## src/rtl/imm_gen_pkg.sv

```systemverilog
package imm_gen_pkg;
  localparam int unsigned INSN_W = 32;
  localparam int unsigned OPND_W = 64;
  localparam int unsigned SEL_W  = 4;
  localparam int unsigned HALF_W = 16;
  localparam int unsigned JMP_W  = 24;
  localparam int unsigned OFS_W  = 14;
  localparam int unsigned SH_W   = 5;

  typedef enum logic [SEL_W-1:0] {
    SEL_NONE    = 4'd0,
    SEL_GPR     = 4'd1,
    SEL_SPREG   = 4'd2,
    SEL_U16     = 4'd3,
    SEL_S16     = 4'd4,
    SEL_U16_HI  = 4'd5,
    SEL_S16_HI  = 4'd6,
    SEL_JUMP    = 4'd7,
    SEL_BRANCH  = 4'd8,
    SEL_DISP    = 4'd9,
    SEL_ONES    = 4'd10,
    SEL_SHAMT6  = 4'd11,
    SEL_SHAMT5  = 4'd12
  } imm_sel_e;

  typedef struct packed {
    logic [HALF_W-1:0] half;
    logic [JMP_W-1:0]  jump;
    logic [OFS_W-1:0]  ofs;
    logic [SH_W-1:0]   shamt;
    logic              shamt_hi;
  } insn_fields_t;

  function automatic logic [OPND_W-1:0] zext_half(input logic [HALF_W-1:0] v);
    return {{(OPND_W-HALF_W){1'b0}}, v};
  endfunction

  function automatic logic [OPND_W-1:0] sext_half(input logic [HALF_W-1:0] v);
    return {{(OPND_W-HALF_W){v[HALF_W-1]}}, v};
  endfunction

  function automatic logic [OPND_W-1:0] zext_high(input logic [HALF_W-1:0] v);
    return {{(OPND_W-2*HALF_W){1'b0}}, v, {HALF_W{1'b0}}};
  endfunction

  function automatic logic [OPND_W-1:0] sext_high(input logic [HALF_W-1:0] v);
    return {{(OPND_W-2*HALF_W){v[HALF_W-1]}}, v, {HALF_W{1'b0}}};
  endfunction

  function automatic logic [OPND_W-1:0] word_align(input logic [JMP_W-1:0] v);
    return {{(OPND_W-JMP_W-2){1'b0}}, v, 2'b00};
  endfunction
endpackage

```

## src/rtl/imm_field_extract.sv

```systemverilog
module imm_field_extract
  import imm_gen_pkg::*;
(
  input  logic [INSN_W-1:0] insn,
  output insn_fields_t      fields
);
  // Big-endian bit k of the word sits at insn[INSN_W-1-k].
  localparam int unsigned HALF_LSB = INSN_W - 1 - 31;
  localparam int unsigned JMP_LSB  = INSN_W - 1 - 29;
  localparam int unsigned OFS_LSB  = INSN_W - 1 - 29;
  localparam int unsigned SH_LSB   = INSN_W - 1 - 20;
  localparam int unsigned SHHI_POS = INSN_W - 1 - 30;

  logic unused_opcode;
  assign unused_opcode = ^insn[INSN_W-1:JMP_LSB+JMP_W];

  assign fields.half     = insn[HALF_LSB +: HALF_W];
  assign fields.jump     = insn[JMP_LSB  +: JMP_W];
  assign fields.ofs      = insn[OFS_LSB  +: OFS_W];
  assign fields.shamt    = insn[SH_LSB   +: SH_W];
  assign fields.shamt_hi = insn[SHHI_POS];
endmodule

```

## src/rtl/imm_format_mux.sv

```systemverilog
module imm_format_mux
  import imm_gen_pkg::*;
(
  input  insn_fields_t      fields,
  input  logic [SEL_W-1:0]  sel,
  output logic [OPND_W-1:0] raw_value,
  output logic              is_const,
  output logic              is_bad
);
  always_comb begin
    raw_value = '0;
    is_const  = 1'b1;
    is_bad    = 1'b0;
    case (imm_sel_e'(sel))
      SEL_NONE, SEL_GPR, SEL_SPREG: is_const = 1'b0;
      SEL_U16:    raw_value = zext_half(fields.half);
      SEL_S16:    raw_value = sext_half(fields.half);
      SEL_U16_HI: raw_value = zext_high(fields.half);
      SEL_S16_HI: raw_value = sext_high(fields.half);
      SEL_JUMP:   raw_value = word_align(fields.jump);
      SEL_BRANCH, SEL_DISP:
                  raw_value = word_align({{(JMP_W-OFS_W){1'b0}}, fields.ofs});
      SEL_ONES:   raw_value = '1;
      SEL_SHAMT6: raw_value = {{(OPND_W-SH_W-1){1'b0}}, fields.shamt_hi, fields.shamt};
      SEL_SHAMT5: raw_value = {{(OPND_W-SH_W){1'b0}}, fields.shamt};
      default: begin
        is_const = 1'b0;
        is_bad   = 1'b1;
      end
    endcase
  end
endmodule

```

## src/rtl/imm_operand_gen.sv

```systemverilog
module imm_operand_gen
  import imm_gen_pkg::*;
(
  input  logic [31:0] insn,
  input  logic [3:0]  opnd_sel,
  output logic [63:0] imm_value,
  output logic        imm_valid,
  output logic        bad_sel
);
  insn_fields_t      fields;
  logic [OPND_W-1:0] raw_value;
  logic              is_const;
  logic              is_bad;

  imm_field_extract u_extract (
    .insn   (insn),
    .fields (fields)
  );

  imm_format_mux u_mux (
    .fields    (fields),
    .sel       (opnd_sel),
    .raw_value (raw_value),
    .is_const  (is_const),
    .is_bad    (is_bad)
  );

  // Output gate: data only leaves when the mode is a constant.
  assign imm_value = is_const ? raw_value : '0;
  assign imm_valid = is_const;
  assign bad_sel   = is_bad;

  always_comb begin
    a_r11_idle_is_zero: assert (imm_valid || imm_value == '0);
    a_r12_flags_exclusive: assert ($countones({imm_valid, bad_sel}) <= 1);
    if (opnd_sel == SEL_S16_HI)
      a_r4_upper_fill: assert (imm_value[63:32] == {32{imm_value[31]}});
    if (opnd_sel == SEL_S16)
      a_r2_upper_fill: assert (imm_value[63:16] == {48{imm_value[15]}});
    if (opnd_sel == SEL_U16)
      a_r1_upper_clear: assert (imm_value[63:16] == '0);
    if (opnd_sel == SEL_JUMP || opnd_sel == SEL_BRANCH || opnd_sel == SEL_DISP)
      a_r6_word_aligned: assert (imm_value[1:0] == 2'b00);
    if (opnd_sel == SEL_ONES)
      a_r7_all_set: assert (&imm_value);
    if (opnd_sel == SEL_SHAMT6)
      a_r8_six_bits: assert (imm_value[63:6] == '0);
  end
endmodule

```

## config.mk

```make
export PLATFORM = sky130hd
export DESIGN_NAME = imm_operand_gen
export DESIGN_NICKNAME = d
export VERILOG_FILES = /design/src/rtl/imm_gen_pkg.sv /design/src/rtl/imm_field_extract.sv /design/src/rtl/imm_format_mux.sv /design/src/rtl/imm_operand_gen.sv
export SDC_FILE = /design/constraint.sdc
export NUM_CORES = 1
export LEC_CHECK = 0
export BUFFER_PORTS_ARGS = -buffer_cell sky130_fd_sc_hd__buf_4
export CAP_MARGIN = 20
export CORE_ASPECT_RATIO = 1.2
export CORE_MARGIN = 2
export CORE_UTILIZATION = 36
export DETAILED_ROUTE_END_ITERATION = 8
export GPL_TIMING_DRIVEN = 1
export PLACE_DENSITY = 0.91
export SYNTH_ARGS = -nofsm -noshare
export SYNTH_HDL_FRONTEND = slang
export SYNTH_SLANG_ARGS = --single-unit
```

## constraint.sdc

```tcl
create_clock -name vclk -period 3.4
set_input_delay 0.51 -clock vclk [all_inputs]
set_output_delay 0.51 -clock vclk [all_outputs]
set_load 0.05 [all_outputs]
```

==> impl_results.rst, run 1 <==
.. list-table::
   :header-rows: 1

   * - Metric
     - Value
   * - Gp weighted congestion
     - 0.729
   * - Number of pins exceeding their max-slew limit in the final report
     - 0
   * - Drt wl/cell
     - 13.4 um
   * - Drt drc
     - 0
   * - Y dimension of the die
     - 59.5 um
   * - Worst Max-Slew Pin Slew
     - 0.699 ns
   * - Overall overflow remaining after global route
     - 0
   * - Number of failing hold endpoints at the final stage
     - 0
   * - Vias in the first global route
     - 935
   * - Std-Cell Core Area
     - 2480 um^2
   * - Final ANT Viol Nets
     - 0
   * - Seq. cell area
     - 0 um^2
   * - Commonest non-fill, non-tap cells in the layout
     - buf_4 (98), a221o_1 (13), a21oi_1 (12), o2bb2ai_1 (9), a21o_1 (7)
   * - Critical Path Start Type
     - input pin
   * - Post-layout power
     - 0.375 mW
   * - Horizontal die dimension
     - 50.3 um
   * - Standby leakage power
     - 0.754 nW
   * - Sum Neg Setup Slack
     - 0 ns
   * - Data arrival time of the critical path
     - 1.90 ns
   * - Max-slew headroom at the worst pin
     - 53.3%
   * - Via total after detailed routing
     - 1174
   * - Seq_cells
     - 0
   * - IR drop worst, VDD
     - 0.130 mV
   * - Status
     - complete, no violations
   * - WL final
     - 2870 um
   * - PostCTS Resize Cnt
     - 0
   * - Crit-path max FO
     - 19
   * - CTS Hold Bufs
     - 0
   * - Final layout net count
     - 220
   * - Area of all placed cells without fillers
     - 1410 um^2
   * - Source of the worst hold timing path
     - insn[10]
   * - Highest clock rate
     - 414 MHz
   * - Setup Crit Path Kind
     - in -> out
   * - Time the final worst path needs with I/O delays and setup
     - 2.41 ns
   * - Average cell area after synthesis
     - 7.40 um^2
   * - Type of the tightest min-delay check
     - in -> out
   * - Worst Setup EP
     - imm_value[23]
   * - First-pass DRT Iterations
     - 4
   * - Initial Util
     - 37.3%
   * - Count of cell types in the netlist
     - 31
   * - Post-DP Area
     - 1410 um^2
   * - Post-CTS setup-driven buffer insertion count
     - 0
   * - Drt first-iter violations
     - 32
   * - Required time of the worst setup path
     - 2.89 ns
   * - Power per Cell Area
     - 265 nW/um^2
   * - Net count after synthesis
     - 161
   * - Netlist area before placement
     - 925 um^2
   * - Number of antenna violations at the first check in global routing
     - 0
   * - Post-Synthesis Cells
     - 125
   * - Count of fill cells added during filler insertion
     - 232
   * - DPL Wire Length
     - 2200 um
   * - Total number of placement rows
     - 20
   * - All-layer global routing usage
     - 17.3%
   * - Layout clock buffers
     - 0
   * - Endpoints failing setup
     - 0
   * - Vias per inst
     - 5.46
   * - Fraction of the yosys area taken by sequential cells
     - 0%
   * - Max-cap violations
     - 0
   * - Io pins
     - 102
   * - Endpoint type of the worst setup path
     - output pin
   * - Inserted Diodes
     - 0
   * - Floorplan die area
     - 2990 um^2
   * - Final worst path period share
     - 71.0%
   * - Quantity of I/O buffers inserted on ports
     - 96
   * - First-pass GRT wire length
     - 4280 um
   * - Number of warnings issued by yosys
     - 0
   * - Most common cell after layout, fill and taps aside
     - buf_4
   * - Proportion of layout cells with a drive suffix above 1
     - 59.3%
   * - CP Launch Point
     - opnd_sel[3]
   * - Pin count of the biggest net entering global routing
     - 33
   * - Area added between synthesis and finish
     - 52.9%
   * - RSZ-0062 raised after global routing
     - false
## cell type report
type | count | area, um^2 | share of cell area, %
multi-input cells | 82 | 629 | 44.5
well taps | 33 | 41.3 | 2.92
inverters | 2 | 7.51 | 0.531
repair buffers | 98 | 736 | 52.0
## report_power, final
part	leakage [nW]	switching, mW	total, mW	internal, mW
Clock	0	0	0	0
Sequential	0	0	0	0
Combinational	0.754	0.254	0.375	0.121
Total	0.754	0.254	0.375	0.121
## logic make-up after synthesis
family / share of synthesized area [%]
multiplexers: 3.65
buffers and inverters: 32.2
AO/OA/AOI/OAI: 45.6
XOR/XNOR: 0.947
AND/OR/NAND/NOR: 17.6
## metrics by stage
stage	setup slack, ns	hold WS, ns	cells	util [%]
2_1_floorplan	0.396	1.31	125	-
3_3_place_gp	1.01	1.39	215	57.1
3_5_place_dp	1.00	1.40	215	57.1
4_1_cts	1.00	1.40	215	57.1
5_1_grt	0.875	1.42	215	57.1
6_report	0.987	1.40	215	57.1
## how the worst min path moves through the flow
stage                    end  cells after the start
6_report       imm_value[26]                      3
4_1_cts        imm_value[26]                      3
3_3_place_gp   imm_value[26]                      3
3_5_place_dp   imm_value[26]                      3
2_1_floorplan   imm_value[4]                      1
5_1_grt        imm_value[17]                      3
## per-layer routing
layer / vias to the layer above / track usage (%) / share of wire [%] / wire, um
met5: - / 0 / 0 / 0
met3: 0 / 0.505 / 8.9 / 256
met4: 0 / 0.397 / 0 / 0
met1: 546 / 22.3 / 38 / 1100
met2: 64 / 33.5 / 53 / 1510
li1: 564 / - / - / -
## worst max-delay path: stages
cell and delay [ns]:
buf_4 0.17, nand2b_1 0.19, nor2_2 0.57, a221o_1 0.27
buf_4 0.19
## cells in the mapped netlist, drive strengths merged
master,instances,area [um^2]
inv,2,7.51
nand2,1,3.75
o22ai,2,12.5
nor4bb,1,10.0
nor2b,4,25.0
nor2,5,23.8
clkbuf,1,3.75
a31oi,3,18.8
nand3,2,10.0
and2,3,18.8
and4bb,2,28.8
a221o,13,130
a21oi,12,60.1
a22oi,2,15.0
and3b,1,8.76
nand2b,2,12.5
o21ai,2,10.0
buf,40,287
a21o,7,52.6
xnor2,1,8.76
nor3b,2,15.0
or3,1,6.26
mux2,3,33.8
a31o,4,43.8
o2bb2ai,9,78.8
No activity file was read; power rests on OpenSTA's default activity.
==> inputs of run 2 (changes only) <==
Settings changed: ABC_AREA from default to 1, CORE_UTILIZATION 36 to 31, PLACE_DENSITY 0.91 to 0.87.
Clock period 3.4 ns to 2 ns, I/O delays scaled along.
==> impl_results.rst, run 2 <==
.. list-table::
   :header-rows: 1

   * - Metric
     - Value
   * - Status
     - complete, no violations
   * - Final worst path period share
     - 87.3%
   * - Switch share
     - 70.7% (+2.9 points)
   * - IR drop worst, VDD
     - 0.242 mV (+86%)
   * - Fraction of the yosys area taken by sequential cells
     - 0% (unchanged)
   * - Initial Util
     - 32.9% (-4.5 points)
   * - Netlist area before placement
     - 847 um^2 (-8.4%)
   * - Cell taking the most area after synthesis
     - nand2_1
   * - Highest clock rate
     - 572 MHz
   * - Psw
     - 0.441 mW (+74%)
   * - Required time of the worst setup path
     - 1.70 ns (-1.19 ns)
   * - Via total after detailed routing
     - 1135 (-3.3%)
   * - Count of cell types in the netlist
     - 15 (-52%)
   * - Commonest non-fill, non-tap cells in the layout
     - buf_4 (99), nand2_1 (79), nor2_1 (26), inv_1 (17), nand3_1 (9)
   * - Number of warnings issued by yosys
     - 0 (unchanged)
   * - Average cell area after synthesis
     - 4.71 um^2 (-36%)
   * - Y dimension of the die
     - 61.3 um (+2.9%)
   * - Area added between synthesis and finish
     - 65.1%
   * - Layout clock buffers
     - 0 (unchanged)
   * - Data arrival time of the critical path
     - 1.45 ns (-0.45 ns)
   * - Count of fill cells added during filler insertion
     - 282 (+22%)
   * - Drt drc
     - 0 (unchanged)
   * - Source of the worst hold timing path
     - insn[10]
   * - Number of failing hold endpoints at the final stage
     - 0 (unchanged)
   * - Net count after synthesis
     - 216 (+34%)
   * - Post-Synthesis Cells
     - 180 (+44%)
   * - Time the final worst path needs with I/O delays and setup
     - 1.75 ns
   * - Std-Cell Core Area
     - 2580 um^2 (+4.0%)
   * - Critical path, cell by cell
     - buf_4 -> nor2_4 -> nand3_1 -> nand2_2 -> nand2_1 -> nand2_1 -> buf_4
   * - Post-layout power
     - 0.624 mW (+66%)
   * - First-pass DRT Iterations
     - 4 (unchanged)
   * - Final ANT Viol Nets
     - 0 (unchanged)
   * - Setup Crit Path Kind
     - in -> out
   * - Overall overflow remaining after global route
     - 0 (unchanged)
   * - Share of the synthesized area in the top cell type
     - 35.0% (+9.0 points)
   * - Vias per inst
     - 4.08 (-25%)
   * - Quantity of I/O buffers inserted on ports
     - 96 (unchanged)
   * - All-layer global routing usage
     - 15.3% (-2.0 points)
   * - Number of antenna violations at the first check in global routing
     - 0 (unchanged)
   * - CTS Hold Bufs
     - 0 (unchanged)
   * - Endpoints failing setup
     - 0 (unchanged)
   * - Seq. cell area
     - 0 um^2 (unchanged)
   * - Type of the tightest min-delay check
     - in -> out
   * - Final layout net count
     - 283 (+29%)
   * - Endpoint type of the worst setup path
     - output pin
   * - Share of power burned in combinational logic
     - 100.0% (about the same)
   * - Drt wl/cell
     - 10.1 um (-24%)
   * - Horizontal die dimension
     - 51.7 um (+2.9%)
   * - DPL Wire Length
     - 2280 um (+3.7%)
   * - RSZ-0062 raised after global routing
     - false
   * - Max-cap violations
     - 0 (unchanged)
   * - Post-synthesis share of cell area spent on xor and xnor gates
     - 0% (-0.95 points)
   * - Power per Cell Area
     - 446 nW/um^2 (+68%)
   * - Seq_cells
     - 0 (unchanged)
   * - Sum Neg Setup Slack
     - 0 ns (unchanged)
   * - Cell with the most instances after synthesis
     - nand2_1
   * - PostCTS Resize Cnt
     - 0 (unchanged)
   * - First-pass GRT wire length
     - 3930 um (-8.2%)
   * - Most common cell after layout, fill and taps aside
     - buf_4
   * - WL final
     - 2810 um (-2.0%)
   * - P_int
     - 0.183 mW (+52%)
   * - Standby leakage power
     - 0.977 nW (+29%)
   * - Pin count of the biggest net entering global routing
     - 33 (unchanged)
   * - Gp weighted congestion
     - 0.798 (+9.5%)
   * - Delay of the slowest cell on the worst path
     - 0.31 ns (-0.26 ns)
   * - Portion of total power attributed to the clock network
     - 0% (unchanged)
   * - Crit-path max FO
     - 16 (-3)
   * - Drt first-iter violations
     - 19 (-41%)
   * - Proportion of layout cells with a drive suffix above 1
     - 44.1% (-15 points)
   * - Io pins
     - 102 (unchanged)
   * - Post-CTS setup-driven buffer insertion count
     - 0 (unchanged)
   * - Synth Area in Simple Gates
     - 56.9% (+39 points)
   * - Critical Path Start Type
     - input pin
   * - Floorplan die area
     - 3170 um^2 (+5.9%)
   * - Number of pins exceeding their max-slew limit in the final report
     - 0 (unchanged)
   * - Vias in the first global route
     - 883 (-5.6%)
   * - Cell with the largest stage delay on the worst path
     - nand2_2
   * - CP Launch Point
     - opnd_sel[3]
   * - Ranking of synthesized cells by area
     - nand2_1 (35%), buf_4 (29%), nor2_1 (12%), inv_1 (7.5%), nand3_1 (5.3%)
   * - Total number of placement rows
     - 20 (unchanged)
   * - Sequential cell fraction of total power
     - 0% (unchanged)
   * - Worst Max-Slew Pin Slew
     - 0.351 ns (-0.349 ns)
   * - Main combinational cell family by area after synthesis
     - simple AND/OR/NAND/NOR gates
   * - Area share of fa/ha/maj cells after synthesis
     - 0% (unchanged)
   * - Top cells by instance count after synthesis
     - nand2_1 (79), buf_4 (33), nor2_1 (26)
   * - Inserted Diodes
     - 0 (unchanged)
   * - Multiplexer share of the synthesized area
     - 0% (-3.7 points)
   * - Max-slew headroom at the worst pin
     - 76.6% (+23 points)
   * - Compound-Gate Fraction of Synth Area
     - 3.55% (-42 points)
run 2: cell types whose count changed in the layout (fill, tap and decap cells not counted), moves of 9 or more:
cell and change:
nand2_1 +78, a21oi_1 -10, nor2_1 +24, a221o_1 -13, inv_1 +15, o2bb2ai_1 -9
run 2: final cells by class:
type	count	area, um^2	area share, %
Timing Repair Buffer	100	763	54.6
Multi-Input combinational cell	126	523	37.4
Inverter	19	71.3	5.10
Tap cell	33	41.3	2.95
run 2: metrics by stage:
step	hold WS (ns)	cell area [um^2]	util (%)	cells	setup WS, ns
floorplan	0.852	858	-	180	0.0674
global placement	0.956	1400	54.3	278	0.261
detailed placement	0.962	1400	54.3	278	0.247
CTS	0.962	1400	54.3	278	0.240
global route	0.977	1400	54.3	278	0.139
finish	0.958	1400	54.3	278	0.253
run 2: critical path: cells and delay by family:
kind | cells | cell delay (ns)
buffers and inverters | 2 | 0.33
and+or+nand+nor | 5 | 0.81
run 2: cell families after synthesis:
kind of cell / count (synthesis)
AND/OR/NAND/NOR: 120
buffers and inverters: 54
AO/OA/AOI/OAI: 6
run 2: layer usage:
layer  up-vias  share of wire (%)  global-route usage (%)
met4         0                  0                       0
li1        636                  -                       -
met1       473                 42                    19.9
met5         -                  0                       0
met3         0                4.7                    1.21
met2        26                 53                    29.3
run 2: path summary, 6_finish.rpt:
path / endpoint / slack, ns / depth (start not counted)
worst max-delay path: imm_value[20] / 0.25 / 7
worst min-delay path: imm_value[26] / 0.96 / 4
run 2: power groups by stage:
stage	Clock (mW)	Combinational, mW	Sequential, mW
6_report	0	0.624	0
5_1_grt	0	0.655	0
4_1_cts	0	0.626	0
3_5_place_dp	0	0.626	0
3_3_place_gp	0	0.622	0
2_1_floorplan	0	0.460	0
